--- config.mk ---
export PLATFORM = sky130hd
export DESIGN_NAME = lcd_line_timer
export DESIGN_NICKNAME = d
export VERILOG_FILES = /design/src/rtl/lcdt_pkg.sv /design/src/rtl/lcdt_cfg_latch.sv /design/src/rtl/lcdt_counter.sv /design/src/rtl/lcdt_strobe.sv /design/src/rtl/lcdt_launch.sv /design/src/rtl/lcd_line_timer.sv
export SDC_FILE = /design/constraint.sdc
export NUM_CORES = 1
export LEC_CHECK = 0
export BUFFER_PORTS_ARGS = -buffer_cell sky130_fd_sc_hd__buf_2
export CORE_ASPECT_RATIO = 2
export CORE_UTILIZATION = 40
export CTS_CLUSTER_SIZE = 10
export DETAILED_ROUTE_END_ITERATION = 8
export PLACE_DENSITY_LB_ADDON = 0.05
export SYNTH_ARGS = -nofsm -noshare
export SYNTH_HDL_FRONTEND = slang
export SYNTH_HIERARCHICAL = 1
export SYNTH_SLANG_ARGS = --single-unit
--- constraint.sdc ---
create_clock -name clk -period 4.55 [get_ports clk]
set_clock_uncertainty 0.2 [all_clocks]
set_input_delay 0 -clock clk [delete_from_list [all_inputs] [get_ports clk]]
set_output_delay 0 -clock clk [all_outputs]
set_load 0.02 [all_outputs]
--- src/rtl/lcdt_pkg.sv ---
`timescale 1ns/1ps
package lcdt_pkg;
  parameter int PER_W  = 8;
  parameter int LINE_W = 6;
  parameter int TOT_W  = LINE_W + 2;

  typedef struct packed {
    logic [PER_W-1:0]  per;
    logic [LINE_W-1:0] fp;
    logic [LINE_W-1:0] act;
    logic [LINE_W-1:0] bp;
    logic [PER_W-1:0]  dly;
    logic              ph;
  } lcdt_cfg_t;
endpackage

--- src/rtl/lcdt_cfg_latch.sv ---
`timescale 1ns/1ps
module lcdt_cfg_latch
  import lcdt_pkg::*;
(
  input  logic             clk,
  input  logic             rst,
  input  logic             take,
  input  lcdt_cfg_t        cfg_i,
  output lcdt_cfg_t        cfg_o,
  output logic [PER_W-1:0] dly_eff_o,
  output logic [TOT_W-1:0] tot_o
);
  logic [PER_W-1:0] per_m2;

  // configuration is frozen between frame boundaries
  always_ff @(posedge clk) begin
    if (rst || take) cfg_o <= cfg_i;
  end

  always_comb begin
    per_m2    = cfg_o.per - PER_W'(2);
    dly_eff_o = (cfg_o.dly > per_m2) ? per_m2 : cfg_o.dly;   // clamp
    tot_o     = TOT_W'(cfg_o.fp) + TOT_W'(cfg_o.act) + TOT_W'(cfg_o.bp);
  end

  a_r8_cfg_frozen: assert property (@(posedge clk) disable iff (rst)
    !$past(take) && !$past(rst) |-> $stable(cfg_o));
endmodule

--- src/rtl/lcdt_counter.sv ---
`timescale 1ns/1ps
module lcdt_counter
  import lcdt_pkg::*;
(
  input  logic             clk,
  input  logic             rst,
  input  logic [PER_W-1:0] per,
  input  logic [TOT_W-1:0] tot,
  output logic [PER_W-1:0] cnt,
  output logic [TOT_W-1:0] ln,
  output logic             wrap
);
  logic eol;

  always_comb begin
    eol  = (cnt == per - PER_W'(1));
    wrap = eol && (ln == tot - TOT_W'(1));
  end

  always_ff @(posedge clk) begin
    if (rst) begin
      cnt <= '0;
      ln  <= '0;
    end else if (eol) begin
      cnt <= '0;
      ln  <= wrap ? '0 : ln + TOT_W'(1);
    end else begin
      cnt <= cnt + PER_W'(1);
    end
  end

  a_r1_cnt_below_period: assert property (@(posedge clk) disable iff (rst)
    cnt < per);
  a_r2_line_in_frame: assert property (@(posedge clk) disable iff (rst)
    ln < tot);
endmodule

--- src/rtl/lcdt_strobe.sv ---
`timescale 1ns/1ps
module lcdt_strobe
  import lcdt_pkg::*;
(
  input  logic             clk,
  input  logic             rst,
  input  lcdt_cfg_t        cfg,
  input  logic [PER_W-1:0] dly_eff,
  input  logic [PER_W-1:0] cnt,
  input  logic [TOT_W-1:0] ln,
  output logic             hs_o,
  output logic             vs_o,
  output logic             ld_o,
  output logic             ld_ph_o,
  output logic             ld_next_o
);
  logic data_line;

  always_comb begin
    data_line = (ln >= TOT_W'(cfg.fp)) &&
                (ln < TOT_W'(cfg.fp) + TOT_W'(cfg.act));
    ld_next_o = data_line && (cnt == dly_eff + PER_W'(1));
  end

  always_ff @(posedge clk) begin
    if (rst) begin
      hs_o    <= 1'b0;
      vs_o    <= 1'b0;
      ld_o    <= 1'b0;
      ld_ph_o <= 1'b0;
    end else begin
      hs_o    <= (cnt == '0);
      vs_o    <= (ln == '0);
      ld_o    <= ld_next_o;
      ld_ph_o <= cfg.ph;
    end
  end

  a_r2_hs_single: assert property (@(posedge clk) disable iff (rst)
    hs_o |=> !hs_o);
  a_r4_ld_off_line_start: assert property (@(posedge clk) disable iff (rst)
    ld_o |-> !hs_o);
  a_r3_vs_starts_with_hs: assert property (@(posedge clk) disable iff (rst)
    $rose(vs_o) |-> hs_o);
endmodule

--- src/rtl/lcdt_launch.sv ---
`timescale 1ns/1ps
module lcdt_launch #(
  parameter int DATA_W = 24
) (
  input  logic              clk,
  input  logic              rst,
  input  logic              ld_q,
  input  logic              ld_ph,
  input  logic              ld_next,
  input  logic              ph_cur,
  input  logic              pix_valid,
  input  logic [DATA_W-1:0] pix_data,
  output logic              pix_ready,
  output logic              de_o,
  output logic [DATA_W-1:0] data_o
);
  logic launch;

  // phase 1 follows the registered strobe with its own phase; phase 0 the next one
  always_comb begin
    launch    = (ld_q && ld_ph) || (ld_next && !ph_cur);
    pix_ready = launch && !rst;
  end

  always_ff @(posedge clk) begin
    if (rst) begin
      de_o   <= 1'b0;
      data_o <= '0;
    end else begin
      de_o   <= pix_ready && pix_valid;
      data_o <= (pix_ready && pix_valid) ? pix_data : '0;
    end
  end

  a_r7_take_on_handshake: assert property (@(posedge clk) disable iff (rst)
    de_o |-> $past(pix_valid && pix_ready));
  a_r6_de_near_load: assert property (@(posedge clk) disable iff (rst)
    de_o |-> (ld_q || $past(ld_q)));
  a_r6_bus_quiet: assert property (@(posedge clk) disable iff (rst)
    !de_o |-> (data_o == '0));
endmodule

--- src/rtl/lcd_line_timer.sv ---
`timescale 1ns/1ps
module lcd_line_timer
  import lcdt_pkg::*;
#(
  parameter int DATA_W = 24
) (
  input  logic              clk,
  input  logic              rst,
  input  logic [PER_W-1:0]  line_period,
  input  logic [LINE_W-1:0] porch_front,
  input  logic [LINE_W-1:0] active_lines,
  input  logic [LINE_W-1:0] porch_back,
  input  logic [PER_W-1:0]  load_delay,
  input  logic              data_phase,
  input  logic              pix_valid,
  output logic              pix_ready,
  input  logic [DATA_W-1:0] pix_data,
  output logic              vsync,
  output logic              hsync,
  output logic              line_load,
  output logic              data_en,
  output logic [DATA_W-1:0] data_out
);
  lcdt_cfg_t        cfg_in, cfg;
  logic [PER_W-1:0] dly_eff, cnt;
  logic [TOT_W-1:0] tot, ln;
  logic             wrap, ld_ph, ld_next;

  always_comb begin
    cfg_in.per = line_period;
    cfg_in.fp  = porch_front;
    cfg_in.act = active_lines;
    cfg_in.bp  = porch_back;
    cfg_in.dly = load_delay;
    cfg_in.ph  = data_phase;
  end

  lcdt_cfg_latch u_cfg (
    .clk(clk), .rst(rst), .take(wrap), .cfg_i(cfg_in),
    .cfg_o(cfg), .dly_eff_o(dly_eff), .tot_o(tot)
  );

  lcdt_counter u_cnt (
    .clk(clk), .rst(rst), .per(cfg.per), .tot(tot),
    .cnt(cnt), .ln(ln), .wrap(wrap)
  );

  lcdt_strobe u_stb (
    .clk(clk), .rst(rst), .cfg(cfg), .dly_eff(dly_eff), .cnt(cnt), .ln(ln),
    .hs_o(hsync), .vs_o(vsync), .ld_o(line_load), .ld_ph_o(ld_ph),
    .ld_next_o(ld_next)
  );

  lcdt_launch #(.DATA_W(DATA_W)) u_lau (
    .clk(clk), .rst(rst), .ld_q(line_load), .ld_ph(ld_ph), .ld_next(ld_next),
    .ph_cur(cfg.ph), .pix_valid(pix_valid), .pix_data(pix_data),
    .pix_ready(pix_ready), .de_o(data_en), .data_o(data_out)
  );
endmodule

[Word-level counts from Yosys, hierarchy flattened]
Cells that the tools add are included.
Word-level totals
  flip-flop bits (word level): 80
  input bits: 62
  word-level logic and storage cells: 46
  output and inout bits: 29
Cells by class
  reductions and logical operators: 15
  bitwise operators: 1
  multiplexer cells: 2
  equality and inequality tests: 3
  magnitude comparators: 3
  add/sub/neg operators: 8
Operators with widths (count)
  $add 8x1->8 const B: 3
  $eq 8x8->1: 3
  $logic_not 8->1: 2
  $mux 8: 2
  $sub 8x1->8 const B: 2
  $add 8x6->8: 1
  $ge 8x6->1: 1
  $gt 8x8->1: 1
  $lt 8x8->1: 1
  $sub 8x2->8 const B: 1
  $add 6x6->7: 1
  $logic_and 1x1->1: 7
  $reduce_or 2->1: 2
  $logic_not 1->1: 2
  $logic_or 1x1->1: 2
  $not 1->1: 1

[Longest topological paths before layout]
  depth after elaboration: 12
  depth in mapped cells: 18
  mapped depth without buffers: 17

[Hierarchy]
Netlist, hierarchy kept.
Modules (own cells, without submodules)
  lcdt_cfg_latch: cells each 115, seq. area each 1051.0 µm², times used 1, area each 1776.7 µm²
  lcdt_counter: cells each 142, seq. area each 320.3 µm², times used 1, area each 1158.6 µm²
  lcdt_launch: cells each 86, seq. area each 500.5 µm², times used 1, area each 987.2 µm²
  lcdt_strobe: cells each 104, seq. area each 80.1 µm², times used 1, area each 843.3 µm²

[Least setup slack after synthesis]
OpenSTA, ideal clock, no wires.
  kind: reg2out
  start point: register u_cfg/cfg_o[29] (netlist name)
  end point: output port pix_ready
  setup slack: 309 ps
  cell stages (with the launch flop): 19
  arrival: 4041 ps
  data required time: 4350 ps
  path buffers: 2
  cell sequence: edfxtp_1 > inv_1 > ha_1 > nand3b_1 > xor2_1 > ha_1 > a21oi_1 > o21ai_1 > o22ai_4 > mux2i_1 > or3b_1 > o21ai_0 > a21oi_1 > a211o_1 > nor3_1 > nand2b_4 > buf_6 > buf_6 > a21oi_1
On the way
  cells in the longest elaborated chain, start to end: 9
Ends and longest elaborated chain
  start, declared: RTL line lcdt_cfg_latch.sv:9  | output lcdt_cfg_t cfg_o,
  start signal, assigned: RTL line lcdt_cfg_latch.sv:17  | if (rst || take) cfg_o <= cfg_i;
  $sub 8x2->8 *: RTL line lcdt_cfg_latch.sv:21  | per_m2 = cfg_o.per - PER_W'(2);
  $gt 8x8->1: RTL line lcdt_cfg_latch.sv:22  | dly_eff_o = (cfg_o.dly > per_m2) ? per_m2 : cfg_o.dly;
  $mux 8 *: RTL line lcdt_cfg_latch.sv:22
  via dly_eff[2]: RTL line lcd_line_timer.sv:25  | logic [PER_W-1:0] dly_eff, cnt;
  $add 8x1->8 *: RTL line lcdt_strobe.sv:22  | ld_next_o = data_line && (cnt == dly_eff + PER_W'(1));
  $eq 8x8->1 *: RTL line lcdt_strobe.sv:22
  $logic_and 1x1->1 *: RTL line lcdt_strobe.sv:22
  via ld_next: RTL line lcd_line_timer.sv:27  | logic wrap, ld_ph, ld_next;
  $logic_and 1x1->1 *: RTL line lcdt_launch.sv:21  | launch = (ld_q && ld_ph) || (ld_next && !ph_cur);
  $logic_or 1x1->1 *: RTL line lcdt_launch.sv:21
  $logic_and 1x1->1 *: RTL line lcdt_launch.sv:22  | pix_ready = launch && !rst;
  end, declared: RTL line lcd_line_timer.sv:16  | output logic pix_ready,
Mark *: on every way through the listed nets, which the timed path passes. The rest lies on a longest branch.

[Final worst setup path]
  start point: register u_cfg/cfg_o[32] (netlist name)
  end point: output port pix_ready
On the way
  cells in the longest elaborated chain, start to end: 9
Ends and longest elaborated chain (RTL line)
  $sub 8x2->8: lcdt_cfg_latch.sv:21
  $gt 8x8->1: lcdt_cfg_latch.sv:22
  $mux 8: lcdt_cfg_latch.sv:22
  via dly_eff[0]: lcd_line_timer.sv:25
  $add 8x1->8: lcdt_strobe.sv:22
  $eq 8x8->1: lcdt_strobe.sv:22
  $logic_and 1x1->1: lcdt_strobe.sv:22
  via ld_next: lcd_line_timer.sv:27
  $logic_and 1x1->1: lcdt_launch.sv:21
  $logic_or 1x1->1: lcdt_launch.sv:21
  $logic_and 1x1->1: lcdt_launch.sv:22
The timed path passes the listed nets, and every way through them passes these cells.

==> qor.yml <==
synth.avg_cell_area_um2: 10.7
relSlewSlack_pct: 52.3
syn_inst: 447
hold_viol_final: 0
synth_edf_count: 35
drc: 0
start_util_pct: 41.0
tns_ns: 0
synth_area_um2: 4770
finalNetCount: 725
yosys-top-cells-area: "edfxtp_1, dfxtp_1, ha_1"
critPathBufInv: 3
rsz0062_at_grt: "true"
io_pins: 91
critPathCaptureType: "output pin"
wl_per_cell_um: 15.1
p_total_mw: 2.12
syn2layout_area_growth_pct: 36.9
path_clk_slew_ns: 0.06
htreeDepth: 3
slew_violations: 0
swShare_pct: 30.1
grt_pass1_wl_mm: 18.0
cts_made_buffers: 9
vdd_drop_max_mv: 0.239
cts_tree: "built"
hp-class: "primary input to flop"
worstPathCellList: "nor3_2, nand3b_1, xor2_1, ha_1, a21oi_2, o21ai_2, o22ai_4, mux2_4, ha_4, xor2_1, nor4_1, nand4b_1, nor3_2, buf_4, nand2b_4, buf_12, a21oi_4, buf_6"
dpl_cell_area_um2: 5400
yosys_warnings: 6
synth_most_common_cell: "inv_1"
path_class: "flop to output pin"
firstDrtPassIters: 4
cap_violations: 0
grt_overflow_total: 0
leakage_nw: 2.88
clock_power_share_pct: 32.8
net-switching-power_mw: 0.638
vias_per_cell: 5.05
synth_nets: 554
synthArstFlopShare_pct: 0
vias: 3877
period_minus_slack_ns: 4.38
finalNonFillerCells: 768
clk_latency_ns: 0.34
worst_path_max_delay_cell: "edfxtp_1"
grt_pass1_vias: 3921
finalCritPeriodShare_pct: 96.3
comb_power_share_pct: 28.8
first_iter_violations: 203
synthFlopType: "dfxtp_1"
antenna_cells: 0
fin_ws_ns: 0.169
die-area_um2: 12400
dp_hpwl_mm: 8.38
rows: 56
cp.required_ns: 4.35
synth_cell_types: 62
whs_ns: 0.00486
grt_usage_pct: 19.3
setup_viol: 0
wirelength_mm: 11.6
layout-drive-gt1-share_pct: 28.7
yosys-top-cells-count: "inv_1, dfxtp_1, ha_1, edfxtp_1, nor2_1"
root_buffer: "clkbuf_16"
fmax_mhz: 228
fillerInstances: 1086
dp.cells: 681
fp.coreArea_um2: 11600
worstSetupStartpointType: "flop"
sequentialPowerShare_pct: 38.4
detail-route-antenna-nets: 0
worstPathArrival_ns: 4.18
die_h_um: 156
synth_top_area_cell: "edfxtp_1"
max-clock-path-buffers: 2
p_int_mw: 1.48
pre_cts_ws_ns: 0.205
synth.top_cell.area_share_pct: 22.1
worst_pin_slew_ns: 0.713
cpLargestDelayFamily: "simple AND/OR/NAND/NOR gates"
path_max_fanout: 5
cts_sinks: 80
gp_congestion: 0.803
ys_seq_area_share_pct: 41.0
grt_max_degree: 27
die_width_um: 79.2
power_density_nw_per_um2: 325
ys_ff_latch: 80
antenna_found_initial: 0
cpPeakStageDelay_ns: 0.41
final_util_pct: 56.1
fin_area_um2: 6520
io_buffers: 90
status: "completed"
==> power groups by stage <==
stage	sequential, mW	clock, mW	combinational [mW]
CTS	0.814	0.719	0.579
detailed placement	0.829	0	0.534
global route	0.817	0.747	0.678
finish	0.813	0.695	0.610
floorplan	0.824	0	0.394
global placement	0.829	0	0.525
==> flip-flops by register name, indices dropped and copies added (netlist names) <==
signal and flops:
u_cnt/ln 8, u_lau/data_o 24, u_lau/de_o 1, u_cnt/cnt 8
u_cfg/cfg_o 35, u_stb/hs_o 1, u_stb/ld_o 1, u_stb/vs_o 1
u_stb/ld_ph_o 1
==> worst register-to-register path, delay by kind of cell, from the launching register on <==
family	cells	cell delay, ns
compound gates	4	0.71
xor+xnor	2	0.33
fa+ha+maj	2	0.63
buf+inv	3	0.47
flops	1	0.41
mux	1	0.38
simple gates	6	1.08
==> logic make-up after synthesis <==
group	after synthesis	synth area share (%)
xor gates and xnor gates	53	9.74
AOI/OAI and AO/OA	80	14.2
and+or+nand+nor	115	13.9
DFF	80	41.0
buffers and inverters	66	6.27
muxes	8	1.89
adders and majority gates	45	13.1
==> path summary, 6_finish.rpt <==
check	start	end	slack, ns	cells after the start
hold reg to reg	u_cfg/cfg_o[0]	u_stb/ld_ph_o	0.32	1
setup reg to reg	u_cfg/cfg_o[32]	u_lau/data_o[20]	0.29	18
setup / recovery	u_cfg/cfg_o[32]	pix_ready	0.17	18
hold / removal	pix_valid	u_lau/data_o[4]	0.005	3
==> area by class of cell <==
class                      instances  area (um^2)  share of cell area, %
tap                              145          181                   2.78
inverter                          54          203                   3.11
clock inverter                     4         26.3                  0.403
timing repair buffer             172         1280                   19.6
sequential                        80         1950                   29.9
multi-input combinational        301         2630                   40.3
clock buffer                      12          258                   3.95
==> placed cells by master (no fill, tap or decap), drive strengths merged, types with 3 or more instances in the layout <==
cell type    synthesis  final
mux2i                6      6
o21ai               12     12
a211oi              26     26
nand4                8      8
nand2b               6      6
clkbuf               3     14
nand3b               3      3
a21o                 4      4
fa                   8      8
buf                  9    110
a2111oi              3      3
ha                  37     37
nor2b                4      4
nand3               15     15
and4                 3      3
xor2                29     29
and3                 4      4
o21bai               4      4
dfxtp               45     45
xnor2               24     24
a21oi               18     18
nor4                 8      8
edfxtp              35     35
nand2               13     13
nor2                31     31
nor3                 8      8
dlygate4sd3          0     60
inv                 54     56
==> metal layers <==
metal | wire length, um | global-route usage [%] | share of wire (%)
met2 | 6920 | 38.8 | 60
met1 | 4130 | 17.9 | 36
met4 | 312 | 8.92 | 2.7
met5 | 0 | 0 | 0
met3 | 223 | 3.62 | 1.9
==> what timing repair did <==
item | CTS | global route
setup endpoints to repair | 1 | 37
buffers inserted | 0 | 9
pin swaps | 1 | 9
gates cloned | 0 | 2
hold buffers | 60 | 0
gates resized for setup | 3 | 22
endpoints found under the hold margin | 64 | 0
Power figures use the tool's default switching activity.
